## src/rtl/wsv_pkg.sv

```systemverilog
`timescale 1ns/1ps
// Shared constants for the wavetable voice: table geometry, accumulator
// widths and the register selector codes used under address bit 6.
package wsv_pkg;
    localparam int WAVE_DEPTH = 64;
    localparam int WAVE_W     = 6;
    localparam int MOD_DEPTH  = 32;
    localparam int MOD_W      = 3;
    localparam int FREQ_W     = 12;
    localparam int CAR_ACC_W  = 25;
    localparam int MOD_ACC_W  = 18;
    localparam int GAIN_W     = 6;
    localparam int GAIN_CAP   = 32;
    localparam int OFF_W      = 8;

    // Control register selectors (low address bits when bit 6 is set)
    localparam int SEL_CTRL    = 0;
    localparam int SEL_CAR_LO  = 1;
    localparam int SEL_CAR_HI  = 2;
    localparam int SEL_MOD_LO  = 3;
    localparam int SEL_MOD_HI  = 4;
    localparam int SEL_MOD_PRT = 5;
endpackage

```

## src/rtl/wsv_regfile.sv

```systemverilog
`timescale 1ns/1ps
// Register file and the two tables of the voice.
// Decodes the byte write port: the lower half of the address space is the
// sample table, the upper half holds control, carrier/modulation frequency
// and the sequential modulation-table port. Assumes one write per cycle.
module wsv_regfile
    import wsv_pkg::*;
#(
    parameter int P_WAVE_DEPTH = WAVE_DEPTH,
    parameter int P_WAVE_W     = WAVE_W,
    parameter int P_MOD_DEPTH  = MOD_DEPTH,
    parameter int P_MOD_W      = MOD_W,
    parameter int P_FREQ_W     = FREQ_W,
    localparam int WAVE_AW     = $clog2(P_WAVE_DEPTH),
    localparam int MOD_AW      = $clog2(P_MOD_DEPTH),
    localparam int HI_W        = P_FREQ_W - 8
) (
    input  logic                clk,
    input  logic                rst_n,
    input  logic                wr_en,
    input  logic [WAVE_AW:0]    wr_addr,
    input  logic [7:0]          wr_data,
    input  logic [WAVE_AW-1:0]  wave_idx,
    input  logic [MOD_AW-1:0]   mod_idx,
    output logic [P_WAVE_W-1:0] wave_sample,
    output logic [P_MOD_W-1:0]  mod_code,
    output logic [P_FREQ_W-1:0] car_freq,
    output logic [P_FREQ_W-1:0] mod_freq,
    output logic                mod_off,
    output logic                unlock,
    output logic [1:0]          div_sel,
    output logic                mod_restart
);
    logic [P_WAVE_W-1:0] wave_mem [P_WAVE_DEPTH];
    logic [P_MOD_W-1:0]  mod_mem  [P_MOD_DEPTH];
    logic [MOD_AW-1:0]   wr_idx;
    logic [7:0]          ctrl_q;
    logic [7:0]          car_lo_q;
    logic [HI_W-1:0]     car_hi_q;
    logic [7:0]          mod_lo_q;
    logic [HI_W-1:0]     mod_hi_q;
    logic                mod_dis_q;

    logic                is_reg;
    logic [WAVE_AW-1:0]  sel;
    logic                wave_wr;
    logic                port_wr;

    // Purpose: split the write into a table or register access
    always_comb begin
        is_reg      = wr_addr[WAVE_AW];
        sel         = wr_addr[WAVE_AW-1:0];
        wave_wr     = wr_en && !is_reg && ctrl_q[7];
        port_wr     = wr_en && is_reg && (sel == WAVE_AW'(SEL_MOD_PRT));
        mod_restart = wr_en && is_reg && (sel == WAVE_AW'(SEL_MOD_HI));
    end

    // Purpose: hold the control and frequency registers
    always_ff @(posedge clk) begin
        if (!rst_n) begin
            ctrl_q    <= '0;
            car_lo_q  <= '0;
            car_hi_q  <= '0;
            mod_lo_q  <= '0;
            mod_hi_q  <= '0;
            mod_dis_q <= 1'b0;
        end else if (wr_en && is_reg) begin
            case (sel)
                WAVE_AW'(SEL_CTRL):   ctrl_q   <= wr_data;
                WAVE_AW'(SEL_CAR_LO): car_lo_q <= wr_data;
                WAVE_AW'(SEL_CAR_HI): car_hi_q <= wr_data[HI_W-1:0];
                WAVE_AW'(SEL_MOD_LO): mod_lo_q <= wr_data;
                WAVE_AW'(SEL_MOD_HI): begin
                    mod_hi_q  <= wr_data[HI_W-1:0];
                    mod_dis_q <= wr_data[7];
                end
                default: ;
            endcase
        end
    end

    // Purpose: sample table, writable only while unlocked
    always_ff @(posedge clk) begin
        if (!rst_n) begin
            for (int i = 0; i < P_WAVE_DEPTH; i++) wave_mem[i] <= '0;
        end else if (wave_wr) begin
            wave_mem[wr_addr[WAVE_AW-1:0]] <= wr_data[P_WAVE_W-1:0];
        end
    end

    // Purpose: modulation table with post-incrementing write index
    always_ff @(posedge clk) begin
        if (!rst_n) begin
            for (int i = 0; i < P_MOD_DEPTH; i++) mod_mem[i] <= '0;
            wr_idx <= '0;
        end else if (mod_restart) begin
            wr_idx <= '0;
        end else if (port_wr) begin
            mod_mem[wr_idx] <= wr_data[P_MOD_W-1:0];
            wr_idx          <= wr_idx + MOD_AW'(1);
        end
    end

    // Purpose: present register fields and table reads
    always_comb begin
        wave_sample = wave_mem[wave_idx];
        mod_code    = mod_mem[mod_idx];
        car_freq    = {car_hi_q, car_lo_q};
        mod_freq    = {mod_hi_q, mod_lo_q};
        mod_off     = mod_dis_q;
        unlock      = ctrl_q[7];
        div_sel     = ctrl_q[1:0];
    end

    // each port write moves the index forward by one, wrapping
    a_r5_index_step: assert property (@(posedge clk) disable iff (!rst_n)
        port_wr |=> wr_idx == $past(wr_idx) + MOD_AW'(1));

    // a locked sample write leaves the addressed entry unchanged
    a_r2_locked_write: assert property (@(posedge clk) disable iff (!rst_n)
        (wr_en && !is_reg && !ctrl_q[7]) |=>
            wave_mem[$past(wr_addr[WAVE_AW-1:0])] == $past(wave_mem[wr_addr[WAVE_AW-1:0]]));
endmodule

```

## src/rtl/wsv_modulator.sv

```systemverilog
`timescale 1ns/1ps
// Modulation path: an 18-bit phase accumulator whose top bits pick a
// modulation code, and the signed offset derived from that code and the
// external modulation gain. Assumes the code read is combinational.
module wsv_modulator
    import wsv_pkg::*;
#(
    parameter int P_ACC_W   = MOD_ACC_W,
    parameter int P_FREQ_W  = FREQ_W,
    parameter int P_MOD_W   = MOD_W,
    parameter int P_IDX_W   = $clog2(MOD_DEPTH),
    parameter int P_GAIN_W  = GAIN_W,
    parameter int P_OFF_W   = OFF_W,
    localparam int MAG_W    = P_MOD_W - 1,
    localparam int RAW_W    = P_GAIN_W + MAG_W + 3
) (
    input  logic                      clk,
    input  logic                      rst_n,
    input  logic                      step_en,
    input  logic                      restart,
    input  logic [P_FREQ_W-1:0]       mod_freq,
    input  logic                      mod_off,
    input  logic [P_GAIN_W-1:0]       mod_gain,
    input  logic [P_MOD_W-1:0]        mod_code,
    output logic [P_IDX_W-1:0]        mod_idx,
    output logic signed [P_OFF_W-1:0] offset
);
    localparam int OFF_MAX = (1 << (P_OFF_W - 1)) - 1;
    localparam int OFF_MIN = -(1 << (P_OFF_W - 1));

    logic [P_ACC_W-1:0]     mod_acc;
    logic [MAG_W-1:0]       mag;
    logic                   neg;
    logic [MAG_W:0]         mult;
    logic [RAW_W-1:0]       prod;
    logic signed [RAW_W-1:0] raw;

    // Purpose: advance the modulation phase on ticks, clear on restart
    always_ff @(posedge clk) begin
        if (!rst_n || restart) begin
            mod_acc <= '0;
        end else if (step_en) begin
            mod_acc <= mod_acc + P_ACC_W'(mod_freq);
        end
    end

    // Purpose: form the signed, doubled and clamped phase offset
    always_comb begin
        mod_idx = mod_acc[P_ACC_W-1 -: P_IDX_W];
        mag     = mod_code[MAG_W-1:0];
        neg     = mod_code[P_MOD_W-1];
        mult    = neg ? ((MAG_W+1)'(1 << MAG_W) - {1'b0, mag}) : {1'b0, mag};
        prod    = RAW_W'(mod_gain) * RAW_W'(mult);
        raw     = neg ? -$signed(prod << 1) : $signed(prod << 1);
        if (mod_off || mag == '0)
            offset = '0;
        else if (raw > RAW_W'(OFF_MAX))
            offset = P_OFF_W'(OFF_MAX);
        else if (raw < RAW_W'(OFF_MIN))
            offset = P_OFF_W'(OFF_MIN);
        else
            offset = raw[P_OFF_W-1:0];
    end

    // a restart always leaves the modulation phase at zero
    a_r6_restart_clears: assert property (@(posedge clk) disable iff (!rst_n)
        restart |=> mod_acc == '0);

    // the modulation phase only moves on a tick or a restart
    a_r7_phase_hold: assert property (@(posedge clk) disable iff (!rst_n)
        (!step_en && !restart) |=> $stable(mod_acc));
endmodule

```

## src/rtl/wsv_carrier.sv

```systemverilog
`timescale 1ns/1ps
// Carrier phase accumulator. Adds the carrier frequency plus the signed
// modulation offset on each tick, never stepping backwards. The top bits
// of the accumulator index the sample table.
module wsv_carrier
    import wsv_pkg::*;
#(
    parameter int P_ACC_W  = CAR_ACC_W,
    parameter int P_FREQ_W = FREQ_W,
    parameter int P_OFF_W  = OFF_W,
    parameter int P_IDX_W  = $clog2(WAVE_DEPTH),
    localparam int SUM_W   = P_FREQ_W + 2
) (
    input  logic                      clk,
    input  logic                      rst_n,
    input  logic                      step_en,
    input  logic [P_FREQ_W-1:0]       car_freq,
    input  logic signed [P_OFF_W-1:0] offset,
    output logic [P_IDX_W-1:0]        wave_idx
);
    logic [P_ACC_W-1:0] car_acc;
    logic [SUM_W-1:0]   sum;
    logic [SUM_W-2:0]   step_amt;

    // Purpose: bent step, floored at zero
    always_comb begin
        sum      = {2'b00, car_freq} + {{(SUM_W-P_OFF_W){offset[P_OFF_W-1]}}, offset};
        step_amt = sum[SUM_W-1] ? '0 : sum[SUM_W-2:0];
        wave_idx = car_acc[P_ACC_W-1 -: P_IDX_W];
    end

    // Purpose: advance the carrier phase on ticks
    always_ff @(posedge clk) begin
        if (!rst_n) begin
            car_acc <= '0;
        end else if (step_en) begin
            car_acc <= car_acc + P_ACC_W'(step_amt);
        end
    end

    // the carrier phase holds between ticks
    a_r10_phase_hold: assert property (@(posedge clk) disable iff (!rst_n)
        !step_en |=> $stable(car_acc));
endmodule

```

## src/rtl/wsv_scaler.sv

```systemverilog
`timescale 1ns/1ps
// Output stage: multiplies the current sample by the capped volume gain
// and four, divides by one of four constant divisors and registers the
// result on each tick. Forces silence while the sample table is unlocked.
module wsv_scaler
    import wsv_pkg::*;
#(
    parameter int P_WAVE_W  = WAVE_W,
    parameter int P_GAIN_W  = GAIN_W,
    parameter int P_CAP     = GAIN_CAP,
    localparam int PROD_W   = P_WAVE_W + P_GAIN_W + 2,
    localparam int OUT_W    = PROD_W - 1
) (
    input  logic                clk,
    input  logic                rst_n,
    input  logic                step_en,
    input  logic                mute,
    input  logic [1:0]          div_sel,
    input  logic [P_WAVE_W-1:0] wave_sample,
    input  logic [P_GAIN_W-1:0] vol_gain,
    output logic [OUT_W-1:0]    sample_out,
    output logic                sample_valid
);
    localparam int OUT_PEAK = ((1 << P_WAVE_W) - 1) * P_CAP * 2;

    logic [P_GAIN_W-1:0] gain_c;
    logic [PROD_W-1:0]   prod;
    logic [PROD_W-1:0]   quot;

    // Purpose: cap the gain, scale and divide
    always_comb begin
        gain_c = (vol_gain > P_GAIN_W'(P_CAP)) ? P_GAIN_W'(P_CAP) : vol_gain;
        prod   = (PROD_W'(wave_sample) * PROD_W'(gain_c)) << 2;
        case (div_sel)
            2'd0:    quot = prod >> 1;
            2'd1:    quot = prod / PROD_W'(3);
            2'd2:    quot = prod >> 2;
            default: quot = prod / PROD_W'(5);
        endcase
    end

    // Purpose: register one sample per tick and flag it
    always_ff @(posedge clk) begin
        if (!rst_n) begin
            sample_out   <= '0;
            sample_valid <= 1'b0;
        end else begin
            sample_valid <= step_en;
            if (step_en) sample_out <= mute ? '0 : quot[OUT_W-1:0];
        end
    end

    // a tick taken while unlocked gives silence
    a_r3_mute: assert property (@(posedge clk) disable iff (!rst_n)
        (step_en && mute) |=> sample_out == '0);

    // valid follows the tick by exactly one cycle
    a_r11_valid_follows: assert property (@(posedge clk) disable iff (!rst_n)
        step_en |=> sample_valid);
    a_r11_valid_quiet: assert property (@(posedge clk) disable iff (!rst_n)
        !step_en |=> !sample_valid);

    // output never exceeds the largest scaled value
    a_r11_bound: assert property (@(posedge clk) disable iff (!rst_n)
        sample_out <= OUT_W'(OUT_PEAK));
endmodule

```

## src/rtl/wsv_voice.sv

```systemverilog
`timescale 1ns/1ps
// Top of the phase-modulated wavetable voice. Wires the register file,
// modulator, carrier accumulator and output scaler. Envelope gains come
// from outside; one sample is produced per step_en pulse.
module wsv_voice
    import wsv_pkg::*;
#(
    parameter int P_WAVE_DEPTH = WAVE_DEPTH,
    parameter int P_WAVE_W     = WAVE_W,
    parameter int P_MOD_DEPTH  = MOD_DEPTH,
    parameter int P_MOD_W      = MOD_W,
    parameter int P_FREQ_W     = FREQ_W,
    parameter int P_CAR_ACC_W  = CAR_ACC_W,
    parameter int P_MOD_ACC_W  = MOD_ACC_W,
    parameter int P_GAIN_W     = GAIN_W,
    parameter int P_OFF_W      = OFF_W,
    localparam int WAVE_AW     = $clog2(P_WAVE_DEPTH),
    localparam int MOD_AW      = $clog2(P_MOD_DEPTH),
    localparam int OUT_W       = P_WAVE_W + P_GAIN_W + 1
) (
    input  logic                clk,
    input  logic                rst_n,
    input  logic                cpu_wr,
    input  logic [WAVE_AW:0]    cpu_addr,
    input  logic [7:0]          cpu_wdata,
    input  logic                step_en,
    input  logic [P_GAIN_W-1:0] vol_gain,
    input  logic [P_GAIN_W-1:0] mod_gain,
    output logic [OUT_W-1:0]    sample_out,
    output logic                sample_valid
);
    logic [WAVE_AW-1:0]        wave_idx;
    logic [MOD_AW-1:0]         mod_idx;
    logic [P_WAVE_W-1:0]       wave_sample;
    logic [P_MOD_W-1:0]        mod_code;
    logic [P_FREQ_W-1:0]       car_freq;
    logic [P_FREQ_W-1:0]       mod_freq;
    logic                      mod_off;
    logic                      unlock;
    logic [1:0]                div_sel;
    logic                      mod_restart;
    logic signed [P_OFF_W-1:0] offset;

    wsv_regfile #(
        .P_WAVE_DEPTH(P_WAVE_DEPTH), .P_WAVE_W(P_WAVE_W),
        .P_MOD_DEPTH(P_MOD_DEPTH), .P_MOD_W(P_MOD_W), .P_FREQ_W(P_FREQ_W)
    ) u_regs (
        .clk(clk), .rst_n(rst_n), .wr_en(cpu_wr), .wr_addr(cpu_addr),
        .wr_data(cpu_wdata), .wave_idx(wave_idx), .mod_idx(mod_idx),
        .wave_sample(wave_sample), .mod_code(mod_code), .car_freq(car_freq),
        .mod_freq(mod_freq), .mod_off(mod_off), .unlock(unlock),
        .div_sel(div_sel), .mod_restart(mod_restart)
    );

    wsv_modulator #(
        .P_ACC_W(P_MOD_ACC_W), .P_FREQ_W(P_FREQ_W), .P_MOD_W(P_MOD_W),
        .P_IDX_W(MOD_AW), .P_GAIN_W(P_GAIN_W), .P_OFF_W(P_OFF_W)
    ) u_mod (
        .clk(clk), .rst_n(rst_n), .step_en(step_en), .restart(mod_restart),
        .mod_freq(mod_freq), .mod_off(mod_off), .mod_gain(mod_gain),
        .mod_code(mod_code), .mod_idx(mod_idx), .offset(offset)
    );

    wsv_carrier #(
        .P_ACC_W(P_CAR_ACC_W), .P_FREQ_W(P_FREQ_W), .P_OFF_W(P_OFF_W),
        .P_IDX_W(WAVE_AW)
    ) u_car (
        .clk(clk), .rst_n(rst_n), .step_en(step_en), .car_freq(car_freq),
        .offset(offset), .wave_idx(wave_idx)
    );

    wsv_scaler #(
        .P_WAVE_W(P_WAVE_W), .P_GAIN_W(P_GAIN_W), .P_CAP(GAIN_CAP)
    ) u_out (
        .clk(clk), .rst_n(rst_n), .step_en(step_en), .mute(unlock),
        .div_sel(div_sel), .wave_sample(wave_sample), .vol_gain(vol_gain),
        .sample_out(sample_out), .sample_valid(sample_valid)
    );
endmodule

```

## config.mk

```make
export PLATFORM = sky130hd
export DESIGN_NAME = wsv_voice
export DESIGN_NICKNAME = d
export VERILOG_FILES = /design/src/rtl/wsv_pkg.sv /design/src/rtl/wsv_regfile.sv /design/src/rtl/wsv_modulator.sv /design/src/rtl/wsv_carrier.sv /design/src/rtl/wsv_scaler.sv /design/src/rtl/wsv_voice.sv
export SDC_FILE = /design/constraint.sdc
export NUM_CORES = 1
export LEC_CHECK = 0
export ABC_AREA = 1
export BUFFER_PORTS_ARGS = -buffer_cell sky130_fd_sc_hd__buf_2
export CAP_MARGIN = 20
export CORE_MARGIN = 5
export CORE_UTILIZATION = 60
export DETAILED_ROUTE_END_ITERATION = 8
export GPL_ROUTABILITY_DRIVEN = 0
export PLACE_DENSITY_LB_ADDON = 0.1
export REMOVE_ABC_BUFFERS = 1
export SLEW_MARGIN = 5
export SYNTH_ARGS = -nofsm -noshare
export SYNTH_HDL_FRONTEND = slang
export SYNTH_SLANG_ARGS = --single-unit
```

## constraint.sdc

```tcl
create_clock -name clk -period 31.3 [get_ports clk]
set_input_delay 6.26 -clock clk [delete_from_list [all_inputs] [get_ports clk]]
set_output_delay 6.26 -clock clk [all_outputs]
set_load 0.005 [all_outputs]
```

==> out/qor.txt <==
Status - completed
TritonCTS clock tree - yes
Worst Setup Start Kind - primary input
Total global routing overflow - 0
Clk sink count - 581
Share of cells above drive strength 1 - 7.01%
Final Core Density - 65.9%
Unique masters post-synth - 55
DIE AREA - 58000 um^2
Core box area - 52700 um^2
CTS Buf Count - 60
Switch share - 46.9%
Sequential area share after synthesis - 51.4%
# IOs - 45
Post-CTS sizing - 0
NetSw - 1680 uW
Leak pwr - 0.0149 uW
Worst setup EP type - register
First-pass GRT wire length - 132 mm
Cells after Synth - 3742
Multi-input gate area - 13600 um^2
CP Data Arrival Time - 25.94 ns
Post-Synthesis Cell Area - 32000 um^2
Synth Warn # - 0
Post-CTS setup buffers - 0
Drt first pass iters - 6
Worst VDD drop - 0.187 mV
Post-route setup TNS - 0 ns
Die Y - 241 um
Max Cap Viol - 0
Total Power - 3590 uW
Vias in the first global route - 25900
RSZ-0062 raised after global routing - no
DRC viols - 0
Nets - 3856
Crit share post-route - 81.3%
Area growth from synthesis to layout - 8.61%
Crit path largest cell delay - 0.59 ns
Post-Route Skew - 0.0439 ns
Initial antenna violation count - 0
Pint - 1910 uW
Slowest-stage cell, CP - fa_1
WS Path Type - in -> reg
Worst Tran Pin Value - 1.12 ns
Reg clk slew, reported paths - 0.06 ns
Hold Buf Count CTS - 0
Syn avg cell area - 8.54 um^2
WP data required - 31.79 ns
CP max FO - 14
CP dominant cell by count - nand2_1
Clk pwr share - 21.2%
Horiz. Die Dim - 241 um
Final min period - 25.45 ns
Endpoints failing setup - 0
#FFs+latches synth - 581
Wirelength per Cell - 18.8 um
Clock Tree Buf Depth - 3
Relative slew slack - 25.4%
DR vias/cell - 5.97
Post-route ant nets - 0
Fin. max-slew vios - 0
Number of DRC markers in iteration 0 - 3064
FP Rows - 84
Fillers - 4295
Final setup margin - 5.85 ns
H-tree Lvls - 2
Post-Route WL - 83.3 mm
# port buffers - 44
Gr usage total - 28.3%
Final hold vios - 0
Post-DP HPWL - 54.3 mm
Starting Density - 60.7%
Seq pwr share - 24.2%
Max Clock Freq - 0.0393 GHz
Dpl ws - 5.40 ns
Gate power share - 54.7%
Pin count of the biggest net entering global routing - 110
Power per cell area - 103 nW/um^2
Root Driver - clkbuf_16
Via count - 26500
Hold Crit Class - reg -> reg
Clk_lat worst skew - 0.65 ns
Register Area - 16400 um^2
## critical path: cells and delay by family
family / cells / cell delay (ns)
buffers and inverters: 20 / 1.83
adder cells (fa/ha/maj): 18 / 6.08
XOR/XNOR: 6 / 1.41
AND/OR/NAND/NOR: 68 / 8.03
AO/OA/AOI/OAI: 12 / 2.25
## logic make-up (layout without fill, tap and decap cells)
group,count (synthesis),in the layout,share of synthesized area [%]
AOI/OAI and AO/OA,715,715,12.6
buffers and inverters,494,503,5.93
DFF,581,581,51.4
and+or+nand+nor,1772,1772,23.0
xor gates and xnor gates,56,56,1.53
other,0,1,0
adders and majority gates,124,124,5.49
## per-layer routing
metal  share of wire [%]  wire length [um]  track usage, %  vias to the layer above
met4                 3.8              3190            11.7                        0
li1                    -                 -               -                    12600
met5                   0                 0               0                        -
met3                 9.3              7760            4.81                      229
met1                  40             33300            37.7                    12500
met2                  47             39100            46.4                     1259
## cells in the final DEF (no fill, tap or decap), types with 10 or more instances in the layout
cell | netlist | final
inv_2 | 8 | 10
a21oi_1 | 110 | 110
fa_1 | 27 | 27
nand4_1 | 30 | 30
inv_1 | 299 | 293
ha_1 | 97 | 97
clkinv_1 | 6 | 21
buf_4 | 1 | 35
nand2_2 | 20 | 20
o211ai_1 | 18 | 18
nand3_2 | 17 | 17
edfxtp_1 | 480 | 480
dfxtp_1 | 101 | 99
buf_2 | 2 | 43
o22ai_1 | 109 | 109
clkbuf_16 | 0 | 61
xor2_1 | 45 | 45
o221ai_1 | 28 | 28
nand2_1 | 518 | 518
xnor2_1 | 11 | 11
nand3_1 | 110 | 110
bufinv_16 | 0 | 11
o21ai_0 | 388 | 388
nor3_1 | 33 | 32
nor2_1 | 993 | 992
clkinv_2 | 0 | 12
o21bai_1 | 10 | 10
## power groups by stage
stage	Sequential, uW	Combinational [uW]	Clock (uW)
after floorplan	881	1530	0
after global placement	883	1870	0
after detailed placement	884	1920	0
after CTS	868	1920	766
after global routing	870	2180	797
final	868	1960	759
## cell usage after synthesis (all sizes together)
cell | n | area, um^2
clkbuf | 173 | 649
dlygate4sd1 | 1 | 8.76
nand2b | 1 | 6.26
o31ai | 5 | 37.5
xor2 | 45 | 394
or2 | 8 | 50.1
nor3 | 33 | 165
edfxtp | 480 | 14400
a21boi | 1 | 7.51
o221ai | 28 | 245
o22ai | 109 | 682
o21bai | 10 | 75.1
a31oi | 7 | 43.8
nand4 | 30 | 188
o211ai | 18 | 135
buf | 7 | 62.6
nor3b | 1 | 7.51
nor2 | 1008 | 3880
xnor2 | 11 | 96.3
o21ai | 395 | 1980
nand3 | 133 | 826
nand2 | 544 | 2140
a21o | 6 | 45.0
a22oi | 4 | 30.0
inv | 307 | 1150
and3 | 3 | 18.8
fa | 27 | 541
dfxtp | 101 | 2020
o21a | 4 | 30.0
a21oi | 113 | 584
o2111ai | 4 | 35.0
nand3b | 3 | 22.5
a211oi | 3 | 22.5
or3 | 1 | 6.26
clkinv | 6 | 22.5
nor4 | 3 | 18.8
and2 | 4 | 25.0
a32o | 3 | 30.0
ha | 97 | 1210
o32ai | 5 | 43.8
## cell type report
class / count / share of cell area, %
clock inverters: 45 / 1.56
multi-input cells: 2667 / 39.3
diodes: 1 / 0.00721
well taps: 688 / 2.48
repair buffers: 78 / 1.38
inverters: 313 / 3.41
flip-flops and latches: 581 / 47.4
clock buffers: 67 / 4.52
## final timing paths
kind | from | end | slack [ns] | cells past startpoint
worst max register to register | register | u_out.sample_out[0] | 8.58 | 126
worst max-delay path | vol_gain[2] | u_out.sample_out[0] | 5.85 | 124
worst min register to register | u_out.sample_out[9] | u_out.sample_out[9] | 0.46 | 2
worst min-delay path | u_out.sample_out[9] | u_out.sample_out[9] | 0.46 | 2
## stage by stage
stage               instance area, um^2  cells  hold slack [ns]
finish                            34700   4440            0.462
global route                      34700   4439            0.480
CTS                               34700   4439            0.465
detailed placement                32600   4327            0.455
global placement                  32600   4327            0.450
floorplan                         31200   3561            0.423
## sequential cells by signal, summed over array words and instances (netlist names), named ones only
register	flops
u_regs.mod_mem	96
u_regs.ctrl_q	3
u_out.sample_valid	1
u_out.sample_out	13
u_mod.mod_acc	18
u_car.car_acc	25
u_regs.car_lo_q	8
u_regs.mod_hi_q	4
u_regs.car_hi_q	4
u_regs.mod_off	1
u_regs.wave_mem	384
u_regs.wr_idx	5
u_regs.mod_lo_q	8
Note: power is estimated with default switching activity, not from simulation.
